[src/rtl/rdimm_rt_pkg.sv]
// Package: shared defaults and the mux-control type for the registered-DIMM
// timing adjuster. Assumes nothing beyond standard SystemVerilog.
package rdimm_rt_pkg;

    localparam int unsigned DEF_ADDR_W = 14;  // up to 14 row bits
    localparam int unsigned DEF_BANK_W = 2;   // four internal banks
    localparam int unsigned DEF_NUM_CS = 6;   // six chip-select banks
    localparam int unsigned DEF_DATA_W = 16;  // data word width
    localparam int unsigned PIN_COPIES = 2;   // duplicated strobe outputs

    // Data-path mux control group, delayed as one unit.
    typedef struct packed {
        logic sel;
        logic cke1_n;
        logic cke2_n;
    } mux_ctl_t;

    localparam mux_ctl_t MUX_IDLE = '{sel: 1'b0, cke1_n: 1'b1, cke2_n: 1'b1};

endpackage

[src/rtl/rdimm_rt_delay.sv]
// Module: selectable one-or-two register delay line.
// The input is always registered once. When en is high, the output comes
// from a second register instead. Both candidates are flop outputs, so a
// change of en never creates a combinational pulse from the data path.
// Assumes en is static while din is active.
module rdimm_rt_delay #(
    parameter int unsigned     W       = 1,
    parameter logic [W-1:0]    RST_VAL = '0
) (
    input  logic         clk,
    input  logic         rst_n,
    input  logic         en,
    input  logic [W-1:0] din,
    output logic [W-1:0] dout
);

    logic [W-1:0] stage1_q;
    logic [W-1:0] stage2_q;

    // Shift the input through two register stages.
    always_ff @(posedge clk) begin
        if (!rst_n) begin
            stage1_q <= RST_VAL;
            stage2_q <= RST_VAL;
        end else begin
            stage1_q <= din;
            stage2_q <= stage1_q;
        end
    end

    // Pick the baseline or the delayed stage.
    assign dout = en ? stage2_q : stage1_q;

endmodule

[src/rtl/rdimm_rt_wrhold.sv]
// Module: write-data window stretcher.
// Registers each write word once. When hold is set, a word that just left
// the first stage is shown for one more cycle from the second stage.
// Assumes the sequencer leaves one idle cycle between words while hold is set.
module rdimm_rt_wrhold #(
    parameter int unsigned DATA_W = 16
) (
    input  logic              clk,
    input  logic              rst_n,
    input  logic              hold,
    input  logic              wvalid,
    input  logic [DATA_W-1:0] wdata,
    output logic              drv,
    output logic [DATA_W-1:0] dout
);

    logic              v1_q, v2_q;
    logic [DATA_W-1:0] d1_q, d2_q;
    logic              extend;

    // Two-stage history of the write word and its valid flag.
    always_ff @(posedge clk) begin
        if (!rst_n) begin
            v1_q <= 1'b0;
            v2_q <= 1'b0;
            d1_q <= '0;
            d2_q <= '0;
        end else begin
            v1_q <= wvalid;
            d1_q <= wdata;
            v2_q <= v1_q;
            d2_q <= d1_q;
        end
    end

    // The held cycle applies only when no newer word occupies stage one.
    always_comb begin
        extend = hold && v2_q && !v1_q;
        drv    = v1_q || extend;
        dout   = extend ? d2_q : d1_q;
    end

endmodule

[src/rtl/rdimm_rt_rdcap.sv]
// Module: read capture point with optional one-clock shift.
// The capture strobe is used directly, or one clock late when adj is set.
// The bus is sampled on the chosen edge, and valid is raised one clock later.
// Assumes adj is static during a read burst.
module rdimm_rt_rdcap #(
    parameter int unsigned DATA_W = 16
) (
    input  logic              clk,
    input  logic              rst_n,
    input  logic              adj,
    input  logic              cap,
    input  logic [DATA_W-1:0] dq,
    output logic              valid,
    output logic [DATA_W-1:0] data
);

    logic cap_d1_q;
    logic cap_eff;

    // Remember last cycle's capture strobe.
    always_ff @(posedge clk) begin
        if (!rst_n) cap_d1_q <= 1'b0;
        else        cap_d1_q <= cap;
    end

    // Choose the active capture point.
    assign cap_eff = adj ? cap_d1_q : cap;

    // Sample the bus and flag the word.
    always_ff @(posedge clk) begin
        if (!rst_n) begin
            valid <= 1'b0;
            data  <= '0;
        end else begin
            valid <= cap_eff;
            if (cap_eff) data <= dq;
        end
    end

endmodule

[src/rtl/rdimm_retimer.sv]
// Module: registered-DIMM SDRAM timing adjuster (top).
// Retimes sequencer outputs toward the pins. Four static bits each add one
// clock to their own group: command/address, mux control, write window and
// read capture. Assumes configuration changes only while the sequencer idles.
module rdimm_retimer
    import rdimm_rt_pkg::*;
#(
    parameter int unsigned ADDR_W = DEF_ADDR_W,
    parameter int unsigned BANK_W = DEF_BANK_W,
    parameter int unsigned NUM_CS = DEF_NUM_CS,
    parameter int unsigned DATA_W = DEF_DATA_W
) (
    input  logic                      clk,
    input  logic                      rst_n,
    input  logic                      cfg_rd_adj,
    input  logic                      cfg_mux_adj,
    input  logic                      cfg_wr_hold,
    input  logic                      cfg_cmd_adj,
    input  logic [NUM_CS-1:0]         seq_cs_n,
    input  logic                      seq_ras_n,
    input  logic                      seq_cas_n,
    input  logic                      seq_we_n,
    input  logic [ADDR_W-1:0]         seq_addr,
    input  logic [BANK_W-1:0]         seq_ba,
    input  logic                      seq_mux_ckea_n,
    input  logic                      seq_mux_oe_n,
    input  logic                      seq_mux_sel,
    input  logic                      seq_mux_cke1_n,
    input  logic                      seq_mux_cke2_n,
    input  logic                      seq_wvalid,
    input  logic [DATA_W-1:0]         seq_wdata,
    input  logic                      seq_rd_cap,
    input  logic [DATA_W-1:0]         dq_in,
    output logic [NUM_CS-1:0]         pin_cs_n,
    output logic [PIN_COPIES-1:0]     pin_ras_n,
    output logic [PIN_COPIES-1:0]     pin_cas_n,
    output logic [PIN_COPIES-1:0]     pin_we_n,
    output logic                      pin_addr0_odd,
    output logic                      pin_addr0_even,
    output logic [ADDR_W-1:1]         pin_addr_hi,
    output logic [BANK_W-1:0]         pin_ba,
    output logic                      pin_mux_ckea_n,
    output logic                      pin_mux_oe_n,
    output logic                      pin_mux_sel,
    output logic                      pin_mux_cke1_n,
    output logic                      pin_mux_cke2_n,
    output logic                      pin_wdrv,
    output logic [DATA_W-1:0]         pin_wdata,
    output logic                      rd_valid,
    output logic [DATA_W-1:0]         rd_data
);

    // Command/address group: chip selects, 3 strobes, address, bank, 2 mux lines.
    localparam int unsigned CMD_W = NUM_CS + 3 + ADDR_W + BANK_W + 2;
    localparam logic [CMD_W-1:0] CMD_RST =
        {{NUM_CS{1'b1}}, 3'b111, {ADDR_W{1'b0}}, {BANK_W{1'b0}}, 2'b11};
    localparam int unsigned MUX_W = $bits(mux_ctl_t);

    logic [CMD_W-1:0]  cmd_in, cmd_out;
    logic              ras_q, cas_q, we_q;
    logic [ADDR_W-1:0] addr_q;
    mux_ctl_t          mux_in, mux_out;

    // Gather the command group so one delay keeps it aligned.
    assign cmd_in = {seq_cs_n, seq_ras_n, seq_cas_n, seq_we_n,
                     seq_addr, seq_ba, seq_mux_ckea_n, seq_mux_oe_n};

    rdimm_rt_delay #(
        .W       (CMD_W),
        .RST_VAL (CMD_RST)
    ) u_cmd_dly (
        .clk   (clk),
        .rst_n (rst_n),
        .en    (cfg_cmd_adj),
        .din   (cmd_in),
        .dout  (cmd_out)
    );

    // Split the delayed command group back into its fields.
    assign {pin_cs_n, ras_q, cas_q, we_q, addr_q, pin_ba,
            pin_mux_ckea_n, pin_mux_oe_n} = cmd_out;

    // Fan the strobes out to their duplicated pins.
    for (genvar i = 0; i < PIN_COPIES; i++) begin : g_copy
        assign pin_ras_n[i] = ras_q;
        assign pin_cas_n[i] = cas_q;
        assign pin_we_n[i]  = we_q;
    end

    // Address bit 0 drives odd and even copies; the rest go straight out.
    assign pin_addr0_odd  = addr_q[0];
    assign pin_addr0_even = addr_q[0];
    assign pin_addr_hi    = addr_q[ADDR_W-1:1];

    // Mux control group with its own delay.
    assign mux_in = '{sel: seq_mux_sel, cke1_n: seq_mux_cke1_n, cke2_n: seq_mux_cke2_n};

    rdimm_rt_delay #(
        .W       (MUX_W),
        .RST_VAL (MUX_IDLE)
    ) u_mux_dly (
        .clk   (clk),
        .rst_n (rst_n),
        .en    (cfg_mux_adj),
        .din   (mux_in),
        .dout  (mux_out)
    );

    assign pin_mux_sel    = mux_out.sel;
    assign pin_mux_cke1_n = mux_out.cke1_n;
    assign pin_mux_cke2_n = mux_out.cke2_n;

    // Write-data window with optional hold cycle.
    rdimm_rt_wrhold #(
        .DATA_W (DATA_W)
    ) u_wr (
        .clk    (clk),
        .rst_n  (rst_n),
        .hold   (cfg_wr_hold),
        .wvalid (seq_wvalid),
        .wdata  (seq_wdata),
        .drv    (pin_wdrv),
        .dout   (pin_wdata)
    );

    // Read capture point with optional one-clock shift.
    rdimm_rt_rdcap #(
        .DATA_W (DATA_W)
    ) u_rd (
        .clk   (clk),
        .rst_n (rst_n),
        .adj   (cfg_rd_adj),
        .cap   (seq_rd_cap),
        .dq    (dq_in),
        .valid (rd_valid),
        .data  (rd_data)
    );

endmodule

[config.mk]
export PLATFORM = sky130hd
export DESIGN_NAME = rdimm_retimer
export DESIGN_NICKNAME = d
export VERILOG_FILES = /design/src/rtl/rdimm_rt_pkg.sv /design/src/rtl/rdimm_rt_delay.sv /design/src/rtl/rdimm_rt_wrhold.sv /design/src/rtl/rdimm_rt_rdcap.sv /design/src/rtl/rdimm_retimer.sv
export SDC_FILE = /design/constraint.sdc
export NUM_CORES = 1
export LEC_CHECK = 0
export BUFFER_PORTS_ARGS = -buffer_cell sky130_fd_sc_hd__clkbuf_2
export CORE_ASPECT_RATIO = 1.4
export CORE_MARGIN = 4
export CORE_UTILIZATION = 44
export DETAILED_ROUTE_END_ITERATION = 6
export PLACE_DENSITY = 0.74
export SLEW_MARGIN = 20
export SYNTH_ARGS = -nofsm -noshare
export SYNTH_HDL_FRONTEND = slang
export SYNTH_HIERARCHICAL = 1
export SYNTH_SLANG_ARGS = --single-unit
[constraint.sdc]
create_clock -name clk -period 0.97 [get_ports clk]
set_input_delay 0.0485 -clock clk [delete_from_list [all_inputs] [get_ports clk]]
set_output_delay 0.0485 -clock clk [all_outputs]
set_load 0.005 [all_outputs]
# After elaboration in Yosys (flattened, before gate mapping)
# Cells that the tools add are included.
[word_totals] mem_bits_rw=0 word_cells=19 ff_bits=112 memories=0 rom_bits=0 latchBits=0
[classes] bitwise=0 n_mux=4 eq_ne=0 shift=0 div=0 addsub=0 n_lt_le_gt_ge=0 mul=0 n_reduce_logical=4
[op_table] operator="$mux 27" n=1
[op_table] operator="$mux 16" n=1
[op_table] operator="$mux 3" n=1
[op_table] operator="$logic_and 1x1->1" n=2
[op_table] operator="$logic_not 1->1" n=1
[op_table] operator="$logic_or 1x1->1" n=1
[op_table] operator="$mux 1" n=1

# Longest topological paths before layout
# Gate-level depths: netlist (run 1).
[depth] ltp_word=3 depth_mapped=4

# Hierarchy
# Netlist (run 1), hierarchy kept.
[by_module_without_submodules] module="rdimm_rt_delay (u_cmd_dly)" area_per_inst_um2=1871.8 instances=1 seq_area_each_um2=1081.0 cells_per_inst=143
[by_module_without_submodules] module="rdimm_rt_wrhold" area_per_inst_um2=1161.1 instances=1 seq_area_each_um2=680.7 cells_per_inst=90
[by_module_without_submodules] module="rdimm_rt_rdcap" area_per_inst_um2=714.4 instances=1 seq_area_each_um2=360.3 cells_per_inst=74
[by_module_without_submodules] module="rdimm_rt_delay (u_mux_dly)" area_per_inst_um2=191.4 instances=1 seq_area_each_um2=120.1 cells_per_inst=15
[by_module_without_submodules] module="rdimm_retimer" area_per_inst_um2=30.0 instances=1 seq_area_each_um2=0.0 cells_per_inst=4

# Worst setup path after synthesis (run 1)
# OpenSTA, ideal clock, no wires.
[synth_timing] path_kind="register -> register" from="register u_rd.cap_d1_q" to="register u_rd.data[10]" arrival_time_ps=951 setup_slack_ps=-53 period_less_slack_ps=1023 path_stages_with_launch=4 setup_ps=72 path_cell_list="dfxtp_1 mux2i_4 buf_12 mux2i_1"
[synth_between] elab_chain_cells=1
[synth_lines] element="from (decl)" line="rdimm_rt_rdcap.sv:17" source="logic cap_d1_q;"
[synth_lines] element="from (signal assigned)" line="rdimm_rt_rdcap.sv:23" source="else cap_d1_q <= cap;"
[synth_lines] element="$mux 1" line="rdimm_rt_rdcap.sv:27" source="assign cap_eff = adj ? cap_d1_q : cap;"
[synth_lines] element="to (signal assigned)" line="rdimm_rt_rdcap.sv:36" source="if (cap_eff) data <= dq;"
[synth_lines] element="to (decl)" line="rdimm_rt_rdcap.sv:14" source="output logic [DATA_W-1:0] data"
# No other way between the ends.
# A chain may end at the register's enable or synchronous reset.

# Final worst setup path (run 1)
[layout_timing] from="register u_wr.v1_q" to="output port pin_wdata[1]"
[layout_between] elab_chain_cells=3
[layout_lines] element="from (decl)" line="rdimm_rt_wrhold.sv:17" source="logic v1_q, v2_q;"
[layout_lines] element="from (signal assigned)" line="rdimm_rt_wrhold.sv:29" source="v1_q <= wvalid;"
[layout_lines] element="$logic_not 1->1" line="rdimm_rt_wrhold.sv:38" source="extend = hold && v2_q && !v1_q;"
[layout_lines] element="$logic_and 1x1->1" line="rdimm_rt_wrhold.sv:38"
[layout_lines] element="$mux 16" line="rdimm_rt_wrhold.sv:40" source="dout = extend ? d2_q : d1_q;"
[layout_lines] element="to (decl)" line="rdimm_retimer.sv:48" source="output logic [DATA_W-1:0] pin_wdata,"
# No other way between the ends.

==> results of run 1 <==
power by group through the flow:
stage / logic (mW) / registers [mW] / clock network, mW
global placement: 0.899 / 5.02 / 0
detailed placement: 0.917 / 5.03 / 0
global route: 1.27 / 4.95 / 3.68
floorplan: 0.536 / 5.01 / 0
finish: 1.16 / 4.93 / 3.38
CTS: 1.16 / 4.93 / 3.52
kinds of logic (layout without fill, tap and decap cells):
logic type | after synthesis | after routing | synth area share (%)
buf+inv | 21 | 227 | 4.10
compound gates | 1 | 1 | 0.189
flops | 112 | 112 | 56.5
other cells | 0 | 1 | 0
simple gates | 129 | 129 | 18.7
mux | 63 | 63 | 20.5
worst paths after layout:
check | startpoint | endpoint | slack (ps) | cells past startpoint
worst max register to register | u_rd/cap_d1_q | u_rd/data[13] | -40 | 3
worst min-delay path | rst_n | u_cmd_dly/stage1_q[26] | 110 | 3
worst max-delay path | u_wr/v1_q | pin_wdata[1] | -480 | 4
worst min register to register | u_cmd_dly/stage1_q[26] | u_cmd_dly/stage2_q[26] | 440 | 1
layer usage:
metal	wire length, um	track usage [%]	vias up	share of wire (%)
met5	0	0	-	0
met3	506	3.54	24	6.0
li1	-	-	1443	-
met2	4690	30.2	86	56
met4	319	9.64	0	3.8
met1	2920	16.9	1305	35
cell type report:
class                           instances  area (um2)
Tap cell                              105         131
Clock buffer                            9         225
Multi-Input combinational cell        193        1580
Antenna cell                            1        2.50
Sequential cell                       112        2250
Clock inverter                          7        56.3
Timing Repair Buffer                  211        1520
Fill cell                             656        2950
worst min-delay path, stage by stage:
cell and delay (ps):
buf_4 140, buf_12 150, nand2b_1 70
registers in the layout (all words and copies together) (netlist names):
register / flops
u_cmd_dly/stage1_q: 27
u_cmd_dly/stage2_q: 27
u_mux_dly/stage1_q: 3
u_mux_dly/stage2_q: 3
u_rd/cap_d1_q: 1
u_rd/data: 16
u_rd/valid: 1
u_wr/d1_q: 16
u_wr/d2_q: 16
u_wr/v1_q: 1
u_wr/v2_q: 1
timing repair:
action                                  in CTS  in global routing
hold buffers                                64                  0
pin swaps                                    1                  0
buffers inserted                             2                  0
endpoints found under the setup margin      52                 67
gates cloned                                 1                  0
endpoints found under the hold margin       64                  0
resized for setup                            5                  7
synthesized netlist by cell type, drive strengths merged:
| cell type | number |
|---|---|
| clkbuf | 8 |
| buf | 13 |
| a21o | 1 |
| nand2 | 32 |
| nand2b | 26 |
| and2 | 69 |
| nand3b | 1 |
| mux2i | 17 |
| mux2 | 46 |
| dfxtp | 112 |
| and2b | 1 |
per-stage QoR:
stage	power, mW	cell area [um2]	setup WS [ps]	setup TNS, ps
after global routing	9.91	5750	-528	-13970
after floorplan	5.54	3970	-52.5	-864
after CTS	9.61	5740	-501	-12160
final	9.47	5760	-483	-11210
after global placement	5.92	4740	-175	-2710
after detailed placement	5.95	4740	-201	-3080
==> flow_summary.json, run 1 <==
{
  "drive_gt1_share_pct": 41.2,
  "setup_viol": 63,
  "fmaxAchievable_mhz": 688,
  "clk_latency_ps": 340,
  "max-vdd-ir-drop_uv": 1580,
  "cp_top_family": "multiplexers",
  "p_int_mw": 7.35,
  "yosys-top-cells-area": "dfxtp_1 (56%), mux2_4 (11%), and2_1 (11%)",
  "gp_congestion": 0.756,
  "final_cells": 638,
  "worst_clock_skew_ps": 7.16,
  "grt_pass1_wl_um": 13800,
  "yosysSeqAreaShare_pct": 56.5,
  "worst_slew_pin_slew_ps": 318,
  "htreeDepth": 3,
  "ys_types": 17,
  "dp_hpwl_um": 5390,
  "synthDominantCellAreaShare_pct": 56.5,
  "track_usage_pct": 16.6,
  "layout_commonest_cell": "clkbuf_2",
  "hp-class": "input port to register",
  "coreArea_um2": 8710,
  "die_width_um": 88.3,
  "final_cell_mix": "clkbuf_2 (135), dfxtp_1 (105), and2_1 (69)",
  "status": "finished, violations left",
  "final_antenna_net_count": 0,
  "avgRoutedWirePerCell_um": 13.2,
  "p_leak_nw": 2.78,
  "rsz0062_at_grt": "true",
  "clkTransAtPathRegs_ps": 70,
  "ys_ff_latch": 112,
  "firstDrtPassIters": 4,
  "num_vias": 2858,
  "area_growth_pct": 45.1,
  "max_stage_delay_ps": 340,
  "layout.nets": 597,
  "grt-ovfl-total": 0,
  "antenna_found_initial": 0,
  "hold_ws_ps": 114,
  "clock-sinks": 112,
  "synthesis.instances": 326,
  "root_buffer": "clkbuf_16",
  "critPathArrivalTime_ps": 1400,
  "final_core_utilization_pct": 66.1,
  "final_hold_viol_count": 0,
  "p_clk_share_pct": 35.7,
  "dieArea_um2": 10600,
  "dp_cells": 554,
  "initial_core_util_pct": 45.6,
  "cts_tree": "built",
  "dieHeight_um": 120,
  "path_cells": "nand3b_4, buf_12, mux2_2, clkbuf_2",
  "io_buffer_count": 137,
  "power_density_nw_per_um2": 1650,
  "power_frac_comb_pct": 12.3,
  "seqPwrFrac_pct": 52.0,
  "crit_buf_inv": 2,
  "critical_path_required_ps": 920,
  "postSynthAreaPerCell_um2": 12.2,
  "violations": "negative setup slack",
  "power.switching_mw": 2.13,
  "grt_pass1_vias": 3045,
  "cts_buffers": 9,
  "syn_area_um2": 3970,
  "timing.final.max_slew_violations": 0,
  "finalCritPeriodShare_pct": 150,
  "vias_per_cell": 4.48,
  "timing.slew.headroom_pct": 78.8,
  "finalWorstSetupSlack_ps": -483,
  "drc_errors": 0,
  "synth_fp_nets": 396,
  "cp-start-kind": "register",
  "drtIter0Drc": 79,
  "min_period_ps": 1450,
  "max_cap_violations": 0,
  "clock_path_buffers": 2,
  "synth.largest_area_cell": "dfxtp_1",
  "io_pins": 138,
  "criticalPathCategory": "register to output port",
  "crit_path_top_delay_cell": "mux2_2",
  "placementRows": 40,
  "grt_max_degree": 51,
  "yosys_warnings": 6,
  "crit_fanout": 10,
  "sw_frac_of_total_pct": 22.4,
  "routed_wl_um": 8440,
  "endpoint_kind": "output port"
}
No activity file was read; power rests on OpenSTA's default activity.
==> run 2: changes to the inputs <==
--- a/config.mk
+++ b/config.mk
@@ -5,12 +5,13 @@
 export SDC_FILE = /design/constraint.sdc
 export NUM_CORES = 1
 export LEC_CHECK = 0
+export ABC_AREA = 1
 export BUFFER_PORTS_ARGS = -buffer_cell sky130_fd_sc_hd__clkbuf_2
 export CORE_ASPECT_RATIO = 1.4
 export CORE_MARGIN = 4
-export CORE_UTILIZATION = 44
+export CORE_UTILIZATION = 45
 export DETAILED_ROUTE_END_ITERATION = 6
-export PLACE_DENSITY = 0.74
+export PLACE_DENSITY = 0.75
 export SLEW_MARGIN = 20
 export SYNTH_ARGS = -nofsm -noshare
 export SYNTH_HDL_FRONTEND = slang
==> flow_summary.json, run 2 <==
{
  "p_leak_nw": 3.52,
  "timing.final.max_slew_violations": 0,
  "num_vias": 3779,
  "firstDrtPassIters": 4,
  "cp_top_family": "flip-flops",
  "antenna_found_initial": 0,
  "avgRoutedWirePerCell_um": 11.2,
  "crit_fanout": 8,
  "clk_latency_ps": 340,
  "synthesis.instances": 564,
  "p_clk_share_pct": 35.6,
  "dieHeight_um": 122,
  "cp-start-kind": "register",
  "max_stage_delay_ps": 360,
  "worst_r2r_startpoint": "u_rd/cap_d1_q",
  "min_path_cells": 5,
  "synthDominantCellAreaShare_pct": 53.5,
  "synth.largest_area_cell": "dfxtp_1",
  "area_growth_pct": 39.9,
  "hp-class": "input port to register",
  "final_hold_viol_count": 0,
  "p_int_mw": 7.23,
  "htreeDepth": 3,
  "grt-ovfl-total": 0,
  "cts_tree": "built",
  "syn_area_um2": 4190,
  "final_cell_mix": "nand2_1 (204), clkbuf_2 (119), inv_1 (96)",
  "status": "finished, violations left",
  "hp-start": "dq_in[11]",
  "power_frac_comb_pct": 12.8,
  "cts_buffers": 9,
  "num_antenna_cells": 0,
  "io_pins": 138,
  "finalCritPeriodShare_pct": 126,
  "die_width_um": 89.5,
  "dieArea_um2": 10900,
  "routed_wl_um": 9640,
  "ys_ff_latch": 112,
  "worst-r2r-cell-count": 4,
  "setup_viol": 20,
  "path_cells": "clkinv_4, nand3_4, nand2_1, nand2_1, clkbuf_2",
  "synth-edff-count": 0,
  "drtIter0Drc": 133,
  "timing.slew.headroom_pct": 74.2,
  "placementRows": 41,
  "initial_core_util_pct": 46.4,
  "ys.flop_type": "dfxtp_1",
  "track_usage_pct": 17.2,
  "coreArea_um2": 9030,
  "clkTransAtPathRegs_ps": 70,
  "yosysSeqAreaShare_pct": 53.5,
  "drc_errors": 0,
  "yosys_warnings": 6,
  "fillers": 732,
  "clock_path_buffers": 2,
  "dp_hpwl_um": 6360,
  "gp_congestion": 0.748,
  "fmaxAchievable_mhz": 819,
  "path_common_cell": "nand2_1",
  "max_cap_violations": 0,
  "rsz0062_at_grt": "true",
  "critPathArrivalTime_ps": 1170,
  "max-vdd-ir-drop_uv": 1290,
  "worst_clock_skew_ps": 8.40,
  "grt_max_degree": 35,
  "postSynthAreaPerCell_um2": 7.43,
  "startpoint": "u_wr/v1_q",
  "ys_types": 17,
  "synth_fp_nets": 634,
  "root_buffer": "clkbuf_16",
  "io_buffer_count": 137,
  "endpoint_kind": "output port",
  "yosys-top-cells-count": "nand2_1 (225), dfxtp_1 (112), inv_1 (97)",
  "power_density_nw_per_um2": 1640,
  "reg_top3": "u_cmd_dly/stage1_q: 27 flops, u_cmd_dly/stage2_q: 27 flops",
  "cp_num_cells": 5,
  "critical_path_required_ps": 920,
  "criticalPathCategory": "register to output port",
  "clock-sinks": 112,
  "power.switching_mw": 2.40,
  "crit_buf_inv": 2,
  "worst_slew_pin_slew_ps": 386,
  "layout_commonest_cell": "nand2_1",
  "drive_gt1_share_pct": 35.0,
  "synthArstFlopShare_pct": 0,
  "yosysMostFrequentCell": "nand2_1",
  "seqPwrFrac_pct": 51.6,
  "grt_pass1_vias": 3445,
  "grt_pass1_wl_um": 15000,
  "violations": "negative setup slack",
  "sw_frac_of_total_pct": 24.9,
  "finalWorstSetupSlack_ps": -251,
  "setup_tns_ps": -3970,
  "final_antenna_net_count": 0,
  "crit_path_top_delay_cell": "dfxtp_2",
  "vias_per_cell": 4.40,
  "yosys-top-cells-area": "dfxtp_1 (54%), nand2_1 (20%), inv_1 (8.7%)",
  "p_total_mw": 9.63,
  "min_period_ps": 1220,
  "layout.nets": 816
}
-- run 2: changes by cell type after synthesis, sizes merged, moves of 17 or more --
cell    before  now
inv          0  117
nand2       32  238
nand2b      26    0
and2        69    0
buf         13   30
mux2        46    0
nand3        0   17
nor2         0   32
mux2i       17    0
-- run 2: final cells by class --
type	count	area [um2]	area share, %
multi-input combinational	308	1360	23.2
timing repair buffer	198	1350	23.0
clock inverter	7	55.1	0.940
tap	107	134	2.28
clock buffer	9	225	3.84
inverter	117	452	7.71
sequential	112	2290	39.1
-- run 2: cell families (layout without fill, tap and decap cells) --
family,after synthesis,in the layout,synth area share (%)
and+or+nand+nor,304,306,29.9
buffers and inverters,147,331,16.4
AOI/OAI and AO/OA,1,2,0.209
DFF,112,112,53.5
-- run 2: through the flow --
step,cell area [um2],instances,worst slack (ps),hold slack [ps],utilization [%]
CTS,5730,855,-278,7.59,63.5
finish,5860,858,-251,17.9,64.9
global placement,4890,789,-7.20,220,54.2
global route,5860,858,-328,33.4,64.9
detailed placement,4890,789,-40.8,222,54.2
floorplan,4190,564,115,117,-
-- run 2: final timing paths --
path	end	slack, ps
max reg2reg	u_rd/data[9]	50
max	pin_wdata[0]	-250
min	u_rd/data[11]	20
min reg2reg	u_cmd_dly/stage2_q[25]	420
-- run 2: power by group through the flow --
| stage | Combinational, mW | Clock (mW) | Sequential [mW] |
|---|---|---|---|
| CTS | 1.19 | 3.52 | 4.95 |
| detailed placement | 1.01 | 0 | 5.05 |
| global placement | 0.990 | 0 | 5.04 |
| finish | 1.23 | 3.43 | 4.96 |
| global route | 1.38 | 3.68 | 4.99 |
| floorplan | 0.602 | 0 | 5.03 |
-- run 2: per-layer routing --
metal,up-vias,global-route usage [%],share of wire [%]
li1,1980,-,-
met1,1675,19.8,40
met2,114,30.8,54
met3,10,3.38,5.1
met4,0,6.33,1.3
met5,-,0,0
-- run 2: worst min-delay path, delay by kind of cell --
family / cells / cell delay (ps)
AND/OR/NAND/NOR: 3 / 160
buffers and inverters: 2 / 120
-- run 2: timing repair --
action                     in CTS  in global routing
hold buffers                   48                  0
gates cloned                    2                  2
buffers inserted                0                  1
setup endpoints to repair      35                 68
gates resized for setup        31                 59
hold endpoints to repair       48                  0
pin swaps                      11                 20
==> run 3: changes to the inputs <==
--- a/config.mk
+++ b/config.mk
@@ -9,9 +9,10 @@
 export BUFFER_PORTS_ARGS = -buffer_cell sky130_fd_sc_hd__clkbuf_2
 export CORE_ASPECT_RATIO = 1.4
 export CORE_MARGIN = 4
-export CORE_UTILIZATION = 45
+export CORE_UTILIZATION = 50
 export DETAILED_ROUTE_END_ITERATION = 6
-export PLACE_DENSITY = 0.75
+export PLACE_DENSITY = 0.79
+export SETUP_SLACK_MARGIN = 0.15
 export SLEW_MARGIN = 20
 export SYNTH_ARGS = -nofsm -noshare
 export SYNTH_HDL_FRONTEND = slang
==> constraint.sdc (replaced) <==
create_clock -name clk -period 1.35 [get_ports clk]
set_input_delay 0.27 -clock clk [delete_from_list [all_inputs] [get_ports clk]]
set_output_delay 0.27 -clock clk [all_outputs]
set_load 0.005 [all_outputs]
==> flow_summary.json, run 3 (synthesis gave the netlist of run 2 again) <==
{
  "status": "finished, violations left",
  "violations": "negative setup slack",
  "drive_gt1_share_pct": 37.1,
  "clk_latency_ps": 330,
  "final_hold_viol_count": 0,
  "critPathCapture": "pin_wdata[0]",
  "finalWorstSetupSlack_ps": -98.5,
  "power_density_nw_per_um2": 1260,
  "clkTransAtPathRegs_ps": 70,
  "grt-ovfl-total": 0,
  "num_antenna_cells": 0,
  "vias_per_cell": 4.51,
  "worst_r2r_startpoint": "u_rd/cap_d1_q",
  "drtIter0Drc": 161,
  "io_buffer_count": 137,
  "avgRoutedWirePerCell_um": 11.7,
  "num_vias": 3615,
  "reg2reg_to": "u_rd/data[12]",
  "startpoint": "u_wr/v1_q",
  "final_cell_mix": "nand2_1 (206), clkbuf_2 (120), inv_1 (97)",
  "placementRows": 39,
  "worst-r2r-cell-count": 5,
  "grt_pass1_vias": 3465,
  "area_growth_pct": 28.3,
  "reg_top3": "u_cmd_dly/stage1_q: 27 flops, u_cmd_dly/stage2_q: 27 flops",
  "gp_congestion": 0.836,
  "coreArea_um2": 8150,
  "final_antenna_net_count": 0,
  "dieArea_um2": 9930,
  "hold_ws_ps": 101,
  "min_period_ps": 1450,
  "cts_tree": "built",
  "antenna_found_initial": 0,
  "clock-sinks": 112,
  "endpoint_kind": "output port",
  "worst_slew_pin_slew_ps": 633,
  "cp-start-kind": "register",
  "cts_setup_buffers": 0,
  "placed_cell_area_um2": 4880,
  "root_buffer": "clkbuf_16",
  "max_cap_violations": 0,
  "layout_commonest_cell": "nand2_1",
  "fmaxAchievable_mhz": 690,
  "worst_clock_skew_ps": 5.09,
  "timing.final.max_slew_violations": 0,
  "stdcell_area_um2": 5370,
  "drc_errors": 0,
  "setup_viol": 16,
  "grt_pass1_wl_um": 15000,
  "htreeDepth": 3,
  "track_usage_pct": 18.7,
  "criticalPathCategory": "register to output port",
  "clock_path_buffers": 2,
  "firstDrtPassIters": 4,
  "dp_hpwl_um": 6420,
  "p_leak_nw": 3.32,
  "layout.nets": 766,
  "dieHeight_um": 116,
  "critical_path_required_ps": 1080,
  "cts_buffers": 9,
  "hp-class": "input port to register",
  "rsz0062_at_grt": "true",
  "rrSetupSlack_ps": 370,
  "die_width_um": 85.4,
  "grt_max_degree": 78,
  "critPathArrivalTime_ps": 1180,
  "max-vdd-ir-drop_uv": 880,
  "finalCritPeriodShare_pct": 107,
  "io_pins": 138,
  "crit_fanout": 8,
  "routed_wl_um": 9380,
  "initial_core_util_pct": 51.4,
  "timing.slew.headroom_pct": 57.8
}
==> run 3: cell types whose count changed in the layout (fill, tap and decap cells not counted), moves of 2 or more <==
cell           delta
buf_4             -3
dfxtp_1           -3
dfxtp_2           +3
dlygate4sd3_1    -48
inv_8             -2
nand2_1           +2
nand2_2           -3
==> run 3: critical path, stage by stage, from the launching register on <==
cell and delay, ps:
dfxtp_2 360, clkinv_4 100, nand3_4 130, nand2_1 60
nand2_1 80, clkbuf_2 110
==> run 3: worst min-delay path by stage <==
stage	startpoint	endpoint	slack, ps	cells after the start
floorplan	rst_n	u_mux_dly/stage1_q[0]	340	1
global placement	u_cmd_dly/stage1_q[25]	u_cmd_dly/stage2_q[25]	410	2
detailed placement	u_cmd_dly/stage1_q[23]	u_cmd_dly/stage2_q[23]	420	2
CTS	seq_cs_n[3]	u_cmd_dly/stage1_q[24]	90	3
global route	seq_we_n	u_cmd_dly/stage1_q[18]	100	3
finish	seq_cs_n[3]	u_cmd_dly/stage1_q[24]	100	3
==> run 3: per-stage QoR <==
| stage | instances | TNS [ps] | power [mW] | utilization [%] | setup WS, ps |
|---|---|---|---|---|---|
| detailed placement | 782 | 0 | 4.36 | 59.9 | 91.1 |
| finish | 802 | -1230 | 6.75 | 65.9 | -98.5 |
| global placement | 782 | 0 | 4.33 | 59.9 | 155 |
| global route | 802 | -2490 | 7.07 | 65.9 | -167 |
| CTS | 800 | -1580 | 6.78 | 64.1 | -116 |
| floorplan | 564 | 0 | 4.05 | - | 274 |
==> run 3: report_power, final <==
group | internal, mW | total (mW) | switching (mW) | leakage (nW)
Clock | 1.29 | 2.41 | 1.12 | 0.130
Combinational | 0.351 | 0.778 | 0.426 | 2.26
Sequential | 3.49 | 3.57 | 0.0828 | 0.930
Total | 5.13 | 6.75 | 1.63 | 3.32
==> run 3: final cells by class <==
cell class	count	area [um2]
Sequential cell	112	2290
Inverter	117	457
Fill cell	682	2780
Timing Repair Buffer	149	883
Clock inverter	5	33.8
Multi-Input combinational cell	306	1330
Timing Repair inverter	1	8.76
Tap cell	102	128
Clock buffer	10	239
==> run 3: timing repair <==
item	CTS	global route
hold buffers	0	0
cloned	3	2
setup endpoints to repair	24	51
pin swaps	8	21
resized for setup	19	72
==> run 3: per-layer routing <==
metal / track usage [%] / vias to the layer above / share of wire, %
li1: - / 1885 / -
met1: 19.0 / 1602 / 37
met2: 35.9 / 106 / 54
met3: 4.52 / 22 / 6.2
met4: 7.92 / 0 / 2.4
met5: 0 / - / 0
